### src/rtl/scl_div_pkg.sv
package scl_div_pkg;
  localparam int DEF_PRE_W  = 3;
  localparam int DEF_GAP_W  = 6;
  localparam int DEF_COMP_W = 4;
  localparam int DEF_BASE   = 20;
  localparam int DEF_STEP   = 8;
endpackage

### src/rtl/scl_prescaler.sv
module scl_prescaler #(
  parameter int PRE_W = 3
) (
  input  logic             clk,
  input  logic             rst_n,
  input  logic             en_i,
  input  logic [PRE_W-1:0] limit_i,
  output logic             tick_o
);
  logic [PRE_W-1:0] cnt_q;

  assign tick_o = en_i && (cnt_q == limit_i);

  always_ff @(posedge clk or negedge rst_n) begin
    if (!rst_n)                cnt_q <= '0;
    else if (!en_i || tick_o)  cnt_q <= '0;
    else                       cnt_q <= cnt_q + 1'b1;
  end

  // The limit only moves at a period boundary or when idle, so the count never passes it.
  p_cnt_in_range_r1: assert property (@(posedge clk) disable iff (!rst_n)
    en_i |-> cnt_q <= limit_i);
  p_tick_isolated_r1: assert property (@(posedge clk) disable iff (!rst_n)
    (tick_o && limit_i != '0) |=> !tick_o);
endmodule

### src/rtl/scl_phase_gen.sv
module scl_phase_gen #(
  parameter int PRE_W  = 3,
  parameter int GAP_W  = 6,
  parameter int COMP_W = 4,
  parameter int BASE   = 20,
  parameter int STEP   = 8,
  parameter int CNT_W  = 10
) (
  input  logic              clk,
  input  logic              rst_n,
  input  logic              en_i,
  input  logic              tick_i,
  input  logic [PRE_W+GAP_W-1:0] cfg_i,
  input  logic [COMP_W-1:0] comp_i,
  output logic [PRE_W-1:0]  pre_o,
  output logic              scl_o,
  output logic              fall_o,
  output logic              chg_o,
  output logic              smp_o
);
  logic [GAP_W-1:0]  gap_q;
  logic [COMP_W-1:0] comp_q;
  logic [PRE_W-1:0]  pre_q;
  logic [CNT_W-1:0]  cnt_q, nxt;
  logic              run_q;
  logic [CNT_W-1:0]  period, low_len, high_len, chg_pt, smp_pt;
  logic              boundary;

  always_comb begin
    period   = CNT_W'(BASE) + CNT_W'(STEP) * CNT_W'(gap_q) + CNT_W'(comp_q);
    low_len  = period >> 1;
    high_len = period - low_len;
    chg_pt   = low_len >> 1;
    smp_pt   = low_len + (high_len >> 1);
    if (!run_q || cnt_q == period - 1'b1) nxt = '0;
    else                                   nxt = cnt_q + 1'b1;
    boundary = tick_i && (nxt == '0);
  end

  assign pre_o = pre_q;

  always_ff @(posedge clk or negedge rst_n) begin
    if (!rst_n) begin
      gap_q <= '0; comp_q <= '0; pre_q <= '0;
      cnt_q <= '0; run_q <= 1'b0;
      scl_o <= 1'b1; fall_o <= 1'b0; chg_o <= 1'b0; smp_o <= 1'b0;
    end else if (!en_i) begin
      {gap_q, pre_q} <= cfg_i;
      comp_q <= comp_i;
      cnt_q  <= '0;
      run_q  <= 1'b0;
      scl_o  <= 1'b1;
      fall_o <= 1'b0; chg_o <= 1'b0; smp_o <= 1'b0;
    end else begin
      fall_o <= tick_i && (nxt == '0);
      chg_o  <= tick_i && (nxt == chg_pt);
      smp_o  <= tick_i && (nxt == smp_pt);
      if (tick_i) begin
        cnt_q <= nxt;
        run_q <= 1'b1;
        scl_o <= (nxt >= low_len);
      end
      if (boundary) begin
        {gap_q, pre_q} <= cfg_i;
        comp_q <= comp_i;
      end
    end
  end

  p_fall_at_edge_r4: assert property (@(posedge clk) disable iff (!rst_n)
    $fell(scl_o) |-> fall_o);
  p_fall_low_r4: assert property (@(posedge clk) disable iff (!rst_n)
    fall_o |-> !scl_o);
  p_chg_in_low_r5: assert property (@(posedge clk) disable iff (!rst_n)
    chg_o |-> !scl_o);
  p_smp_in_high_r5: assert property (@(posedge clk) disable iff (!rst_n)
    smp_o |-> scl_o);
  p_strobe_after_tick_r5: assert property (@(posedge clk) disable iff (!rst_n)
    (fall_o || chg_o || smp_o) |-> $past(tick_i));
  p_cnt_in_period_r2: assert property (@(posedge clk) disable iff (!rst_n)
    run_q |-> cnt_q < period);
  p_cfg_held_r6: assert property (@(posedge clk) disable iff (!rst_n)
    (en_i && !boundary) |=> ($stable(gap_q) && $stable(comp_q) && $stable(pre_q)));
  p_idle_released_r7: assert property (@(posedge clk) disable iff (!rst_n)
    !en_i |=> (scl_o && !fall_o && !chg_o && !smp_o));
endmodule

### src/rtl/scl_clk_divider.sv
module scl_clk_divider
  import scl_div_pkg::*;
#(
  parameter int PRE_W  = DEF_PRE_W,
  parameter int GAP_W  = DEF_GAP_W,
  parameter int COMP_W = DEF_COMP_W,
  parameter int BASE   = DEF_BASE,
  parameter int STEP   = DEF_STEP
) (
  input  logic                   clk,
  input  logic                   rst_n,
  input  logic                   en_i,
  input  logic [PRE_W+GAP_W-1:0] div_cfg_i,
  input  logic [COMP_W-1:0]      comp_i,
  output logic                   tick_o,
  output logic                   scl_o,
  output logic                   fall_stb_o,
  output logic                   chg_stb_o,
  output logic                   smp_stb_o
);
  localparam int MAX_P = BASE + STEP * ((1 << GAP_W) - 1) + (1 << COMP_W) - 1;
  localparam int CNT_W = $clog2(MAX_P + 1);

  logic [PRE_W-1:0] pre_lim;

  scl_prescaler #(.PRE_W(PRE_W)) u_pre (
    .clk(clk), .rst_n(rst_n), .en_i(en_i), .limit_i(pre_lim), .tick_o(tick_o)
  );

  scl_phase_gen #(
    .PRE_W(PRE_W), .GAP_W(GAP_W), .COMP_W(COMP_W),
    .BASE(BASE), .STEP(STEP), .CNT_W(CNT_W)
  ) u_phase (
    .clk(clk), .rst_n(rst_n), .en_i(en_i), .tick_i(tick_o),
    .cfg_i(div_cfg_i), .comp_i(comp_i), .pre_o(pre_lim),
    .scl_o(scl_o), .fall_o(fall_stb_o), .chg_o(chg_stb_o), .smp_o(smp_stb_o)
  );
endmodule

### config.mk
export PLATFORM = sky130hd
export DESIGN_NAME = scl_clk_divider
export DESIGN_NICKNAME = d
export VERILOG_FILES = /design/src/rtl/scl_div_pkg.sv /design/src/rtl/scl_prescaler.sv /design/src/rtl/scl_phase_gen.sv /design/src/rtl/scl_clk_divider.sv
export SDC_FILE = /design/constraint.sdc
export NUM_CORES = 1
export LEC_CHECK = 0
export ABC_AREA = 1
export BUFFER_PORTS_ARGS = -buffer_cell sky130_fd_sc_hd__buf_2
export CAP_MARGIN = 20
export CORE_MARGIN = 1.5
export CORE_UTILIZATION = 35
export DETAILED_ROUTE_END_ITERATION = 12
export HOLD_SLACK_MARGIN = 0.06
export MAX_ROUTING_LAYER = met4
export SETUP_SLACK_MARGIN = 0.02
export SYNTH_ARGS = -nofsm -noshare
export SYNTH_HDL_FRONTEND = slang
export SYNTH_SLANG_ARGS = --single-unit
### constraint.sdc
create_clock -name clk -period 8.6 [get_ports clk]
set_input_delay 0.86 -clock clk [delete_from_list [all_inputs] [get_ports clk]]
set_output_delay 0.86 -clock clk [all_outputs]
set_load 0.005 [all_outputs]
### Word-level counts from Yosys, hierarchy flattened

Cells that the tools add are included.

* reductions and logical operators: 9
* equal/unequal tests: 6
* add/sub/neg operators: 7
* multiplexer cells: 17
* magnitude comparators: 1

Operator list (number)
* 10-bit two-way mux: 3
* 10-bit equality test: 2
* 6-bit two-way mux: 2
* 10-bit by 1-bit adder with 10-bit output (second input constant): 1
* 10-bit by 4-bit adder with 10-bit output: 1
* 5-bit by 9-bit adder with 10-bit output (first input constant): 1
* 9-bit by 9-bit adder with 10-bit output: 1
* 10-bit by 8-bit equality test with 1-bit output: 1
* 10-bit by 9-bit >= comparator with 1-bit output: 1
* 10-bit logical NOT: 1
* 10-bit by 1-bit subtractor with 10-bit output (second input constant): 1
* 10-bit by 9-bit subtractor with 10-bit output: 1
* 3-bit two-way mux: 3
* 4-bit two-way mux: 2
* 1-bit two-way mux: 7
* 1-bit logical AND: 4
* 2-bit by 1-bit != test with 1-bit output (second input constant): 2
* 3-bit by 1-bit adder with 3-bit output (second input constant): 1
* 3-bit equality test: 1
* 1-bit logical NOT: 2
* 1-bit logical OR: 2

* bits of input ports: 16
* output and inout bits: 5
* register bits after elaboration: 31
* word-level logic and storage cells: 50

### Logic depth before layout (Yosys ltp)

* depth after elaboration: 10
* mapped depth: 37
* gate-level depth less buffers: 37

### By module

From an unflattened synthesis, not the netlist that was laid out.

* cells, all modules: 490
* area, all modules: 3382.0 µm²

Modules (own cells, without submodules)
* scl_phase_gen: instances 1, cells an instance 466, sequential area each 701.9 µm², area each 3200.6 µm²
* scl_prescaler: instances 1, cells an instance 24, sequential area each 75.1 µm², area each 181.4 µm²

### Worst setup path before layout

Ideal clock, no wire load.

* path kind: register -> register
* from: reg u_phase.comp_q[2]
* to: reg u_phase.smp_o
* slack: 4825 ps
* data arrival time: 3657 ps
* required time: 8482 ps
* setup time: 118 ps
* path buffers: 0
* period minus slack after synthesis: 3775 ps
* stages on the path, launching flop included: 23
* cell sequence: dfrtp_1 -> fa_1 -> inv_1 -> nand2_1 -> nand2_1 -> inv_2 -> ha_1 -> nor2_1 -> inv_1 -> o21ai_0 -> o21bai_1 -> a21oi_1 -> o21ai_0 -> xor2_1 -> inv_1 -> ha_1 -> nand2_1 -> o21ai_0 -> a21oi_1 -> a21oi_1 -> xnor2_1 -> o21bai_1 -> nor2_1

* cells in the longest elaborated chain, start to end: 8
* elaborated cells between the ends (all ways): 10
* classes of those cells: 4 x add/sub; 2 x eq/ne; 2 x mux; 2 x reduce/logical

Ends and longest elaborated chain
* from (decl): RTL line scl_phase_gen.sv:22 `logic [COMP_W-1:0] comp_q;`
* from (signal assigned): RTL line scl_phase_gen.sv:49 `comp_q <= comp_i;`
* from (signal assigned): RTL line scl_phase_gen.sv:65 `comp_q <= comp_i;`
* 10-bit by 4-bit adder with 10-bit output (*): RTL line scl_phase_gen.sv:30 `period = CNT_W'(BASE) + CNT_W'(STEP) * CNT_W'(gap_q) + CNT_W'(comp_q);`
* parallel branches: the longest is 4 deep, another holds 10-bit by 9-bit subtractor with 10-bit output
* 10-bit equality test (*): RTL line scl_phase_gen.sv:57 `smp_o <= tick_i && (nxt == smp_pt);`
* 1-bit logical AND (*): RTL line scl_phase_gen.sv:57
* 1-bit two-way mux (*): RTL line scl_phase_gen.sv:47 `end else if (!en_i) begin`
* to (signal assigned): RTL line scl_phase_gen.sv:57
* to (decl): RTL line scl_phase_gen.sv:19 `output logic smp_o`

Mark *: on every way between the ends.
A chain may end at the register's enable or synchronous reset.

### Worst setup path after layout

* from: reg u_phase.comp_q[2]
* to: reg u_phase.scl_o

* cells in the longest elaborated chain, start to end: 8

Ends and longest elaborated chain
* 10-bit by 4-bit adder with 10-bit output (*): RTL line scl_phase_gen.sv:30
* 10-bit by 1-bit subtractor with 10-bit output: RTL line scl_phase_gen.sv:35 `if (!run_q || cnt_q == period - 1'b1) nxt = '0;`
* 10-bit equality test: RTL line scl_phase_gen.sv:35
* 1-bit logical OR: RTL line scl_phase_gen.sv:35
* 10-bit two-way mux: RTL line scl_phase_gen.sv:35
* 10-bit by 9-bit >= comparator with 1-bit output (*): RTL line scl_phase_gen.sv:61 `scl_o <= (nxt >= low_len);`
* 1-bit two-way mux (*): RTL line scl_phase_gen.sv:58 `if (tick_i) begin`
* 1-bit two-way mux (*): RTL line scl_phase_gen.sv:47
* to (signal assigned): RTL line scl_phase_gen.sv:61
* to (decl): RTL line scl_phase_gen.sv:16 `output logic scl_o,`

Mark *: on every way between the ends. The rest lies on a longest branch, timed or not. The select of a mux whose other input is x is not followed.

==> run metrics <==
status=complete, no violations; total track usage=17.7%; die width=a little over 100 um; library cells used by synthesis=slightly above 40; Comb pwr share=between 70% and 80%; Core ar.=0.00977 sq mm; number of synthesis warnings=0; Iteration-0 DRC Markers=between 150 and 200; routing usage on met3=~2.5%; Worst Tran Pin Value=719 ps; WL final=between 8000 and 9000 um; max-slew violations=0; Max Cap Viol=0; commonest cells in the netlist=89 x nand2_1, 67 x inv_1, 38 x ha_1; number of H-tree levels=2; DR vias/cell=around 4.7; setup violators final=0; grt ovf=0; drt drc=0; CTS Buf Count=5; Syn Area/Cell=7.65 sq um; Cells after Synth=roughly 460; # resized after CTS=0; vias in the first global route=2874; power density cells=approximately 340 mW/mm^2; Slew headroom=52.1%; Final min period=approximately 4500 ps; HPWL after detailed placement=6930 um; Setup crit start kind=flip-flop; average wire per cell in the routed design=~14 um; Area contributors post-synth=dfrtp_1 21%, ha_1 13%, nand2_1 9.5%; routing usage on met2=slightly below 30%; worst hold path type=flip-flop to flip-flop; placed cells=a little over 600; Sw Share=a little over half; Worst Path Arrival=4770 ps; # fillers=1025; unrepaired setup endpoints after global routing=no; final cell count without fillers=between 600 and 700; Routed Antenna Nets=0; RD Place Congestion=0.927; met1 usage in global routing=a little under a quarter; cts hold-fix bufs=0; Worst path max stage delay=560 ps; # Post-CTS Setup Buffers=0; TritonCTS clock tree=done; Critical Path RT=about 9000 ps; Leak=between 1.5 and 2 nW; TritonRoute pass-1 iters=5; crit path kind=flip-flop to flip-flop; cell-internal power=604 uW; Row Count=36; initial antenna violation count=0; most used cell, CP=nand2_1; global-route wire length before repair=around 14000 um; switching power=~680 uW; Initial Util=a little over a third; Max Root-Sink Buffers=2; area grow syn2layout=8.04%; Worst Slack Setup Final=4050 ps; synthesis-stage register bit count=31; top-area cell type share of the netlist area=roughly a fifth; routed vias=~3000; nets=~540; area leader, netlist=dfrtp_1; syn_nets=between 500 and 600; crit end category=flip-flop; post-place setup slack=4090 ps; port buffer count=20; Clock Sinks=31; clock power share=under 10%; setup_tns=0 ps; GRT busiest layer=met2; Min Hold Slack=slightly below 500 ps; post-synthesis cell area=0.00353 sq mm; Flop pwr share=15.5%; Clock Pin Slew Worst Setup and Hold Paths=roughly 80 ps; maximum VDD drop=approximately 160 uV; worst-path maximum fanout=12; ys async rst share=100%; Most used DFF post-synth=dfrtp_1; clock root buffer=clkbuf_8; Boundary Pins=21; worst clock skew=slightly below 9 ps; worst skew pair latency=roughly 290 ps; Slowest-stage cell, CP=dfrtp_1; Seq/Total Area, Yosys=between 20% and 30%; Diodes inserted=0; fmax=roughly 220 MHz; EDFF count, synth=0; top-count cell post-synth=nand2_1; fin crit share=about 53%; die area=between 0.01 and 0.015 sq mm; largest net degree at the start of global routing=32; Final Hold Viols=0; DIE HEIGHT=about 100 um; fin util=about two fifths; layout cell share with drive strength beyond 1=about a fifth
==> power by group through the flow <==
stage          Sequential (mW)  Clock, mW  Combinational [mW]
2_1_floorplan            0.193          0               0.783
3_3_place_gp             0.202          0               0.951
3_5_place_dp             0.203          0               0.953
4_1_cts                  0.201      0.122               0.961
5_1_grt                  0.204      0.131                1.10
6_report                 0.200      0.119               0.970
==> final cells by class <==
class,instances,area [sq um],area share [%]
inverters,77,297,7.77
multi-input cells,347,2390,62.6
flip-flops and latches,31,777,20.4
well taps,133,166,4.36
repair buffers,20,100,2.62
clock buffers,5,68.8,1.80
clock inverters,3,20.0,0.524
==> kinds of logic (layout without fill, tap and decap cells) <==
group | after synthesis | in the layout | share of synthesized area [%]
compound gates | 63 | 63 | 10.8
xor+xnor | 33 | 33 | 8.71
fa+ha+maj | 41 | 41 | 15.2
buf+inv | 84 | 105 | 10.4
flops | 31 | 31 | 22.0
simple gates | 210 | 210 | 32.9
==> sequential cells by signal, indices dropped and copies added (netlist names) <==
name            flops
u_phase.run_q       1
u_pre.cnt_q         3
u_phase.gap_q       6
u_phase.comp_q      4
u_phase.chg_o       1
u_phase.pre_o       3
u_phase.fall_o      1
u_phase.cnt_q      10
u_phase.smp_o       1
u_phase.scl_o       1
==> path summary, 6_finish.rpt <==
| check | to | depth (start not counted) | slack (ps) | startpoint |
|---|---|---|---|---|
| min in group asynchronous | u_pre.cnt_q[0] | 1 | 620 | rst_n |
| hold / removal | u_pre.cnt_q[0] | 1 | 490 | u_pre.cnt_q[0] |
| setup / recovery | u_phase.scl_o | 36 | 4050 | u_phase.comp_q[2] |
| max in group asynchronous | u_phase.comp_q[0] | 1 | 7520 | rst_n |
| setup reg to reg | u_phase.scl_o | 36 | 4050 | u_phase.comp_q[2] |
| hold reg to reg | u_pre.cnt_q[0] | 1 | 490 | u_pre.cnt_q[0] |
==> per-layer routing <==
metal,share of wire (%),routed length [um],vias to the layer above
met2,47,3980,55
met1,48,4050,1342
met3,3.7,311,6
met4,0.70,59,0
li1,-,-,1517
met5,0,0,-
==> stage by stage <==
stage	cell area (sq um)	power, mW
4_1_cts	3820	1.28
3_5_place_dp	3730	1.16
2_1_floorplan	3530	0.976
6_report	3820	1.29
3_3_place_gp	3730	1.15
5_1_grt	3820	1.43
==> cell usage in the layout (no fill, tap or decap), types with 3 or more instances in the layout <==
cell type	synthesis	routed
o21ai_2	8	8
clkbuf_8	0	5
a21oi_1	15	15
nor2_1	27	27
inv_2	9	9
buf_2	1	20
nand2_1	89	89
o21bai_1	3	3
nor2_2	4	4
nand2_8	3	3
o22ai_1	10	10
xor2_1	19	19
nand4_1	9	9
xnor2_1	13	13
nand2_2	25	25
inv_1	67	67
nand3_1	28	28
fa_1	3	3
dfrtp_1	30	30
nor2_4	6	6
ha_1	38	38
nand2_4	8	8
o21ai_0	22	22
==> worst max-delay path: cells and delay by family, from the launching register on <==
| family | cells | cell delay (ps) |
|---|---|---|
| DFF | 1 | 560 |
| AOI/OAI and AO/OA | 5 | 640 |
| and+or+nand+nor | 20 | 1660 |
| buffers and inverters | 8 | 560 |
| adders and majority gates | 3 | 1060 |
Note: power is estimated with default switching activity, not from simulation.
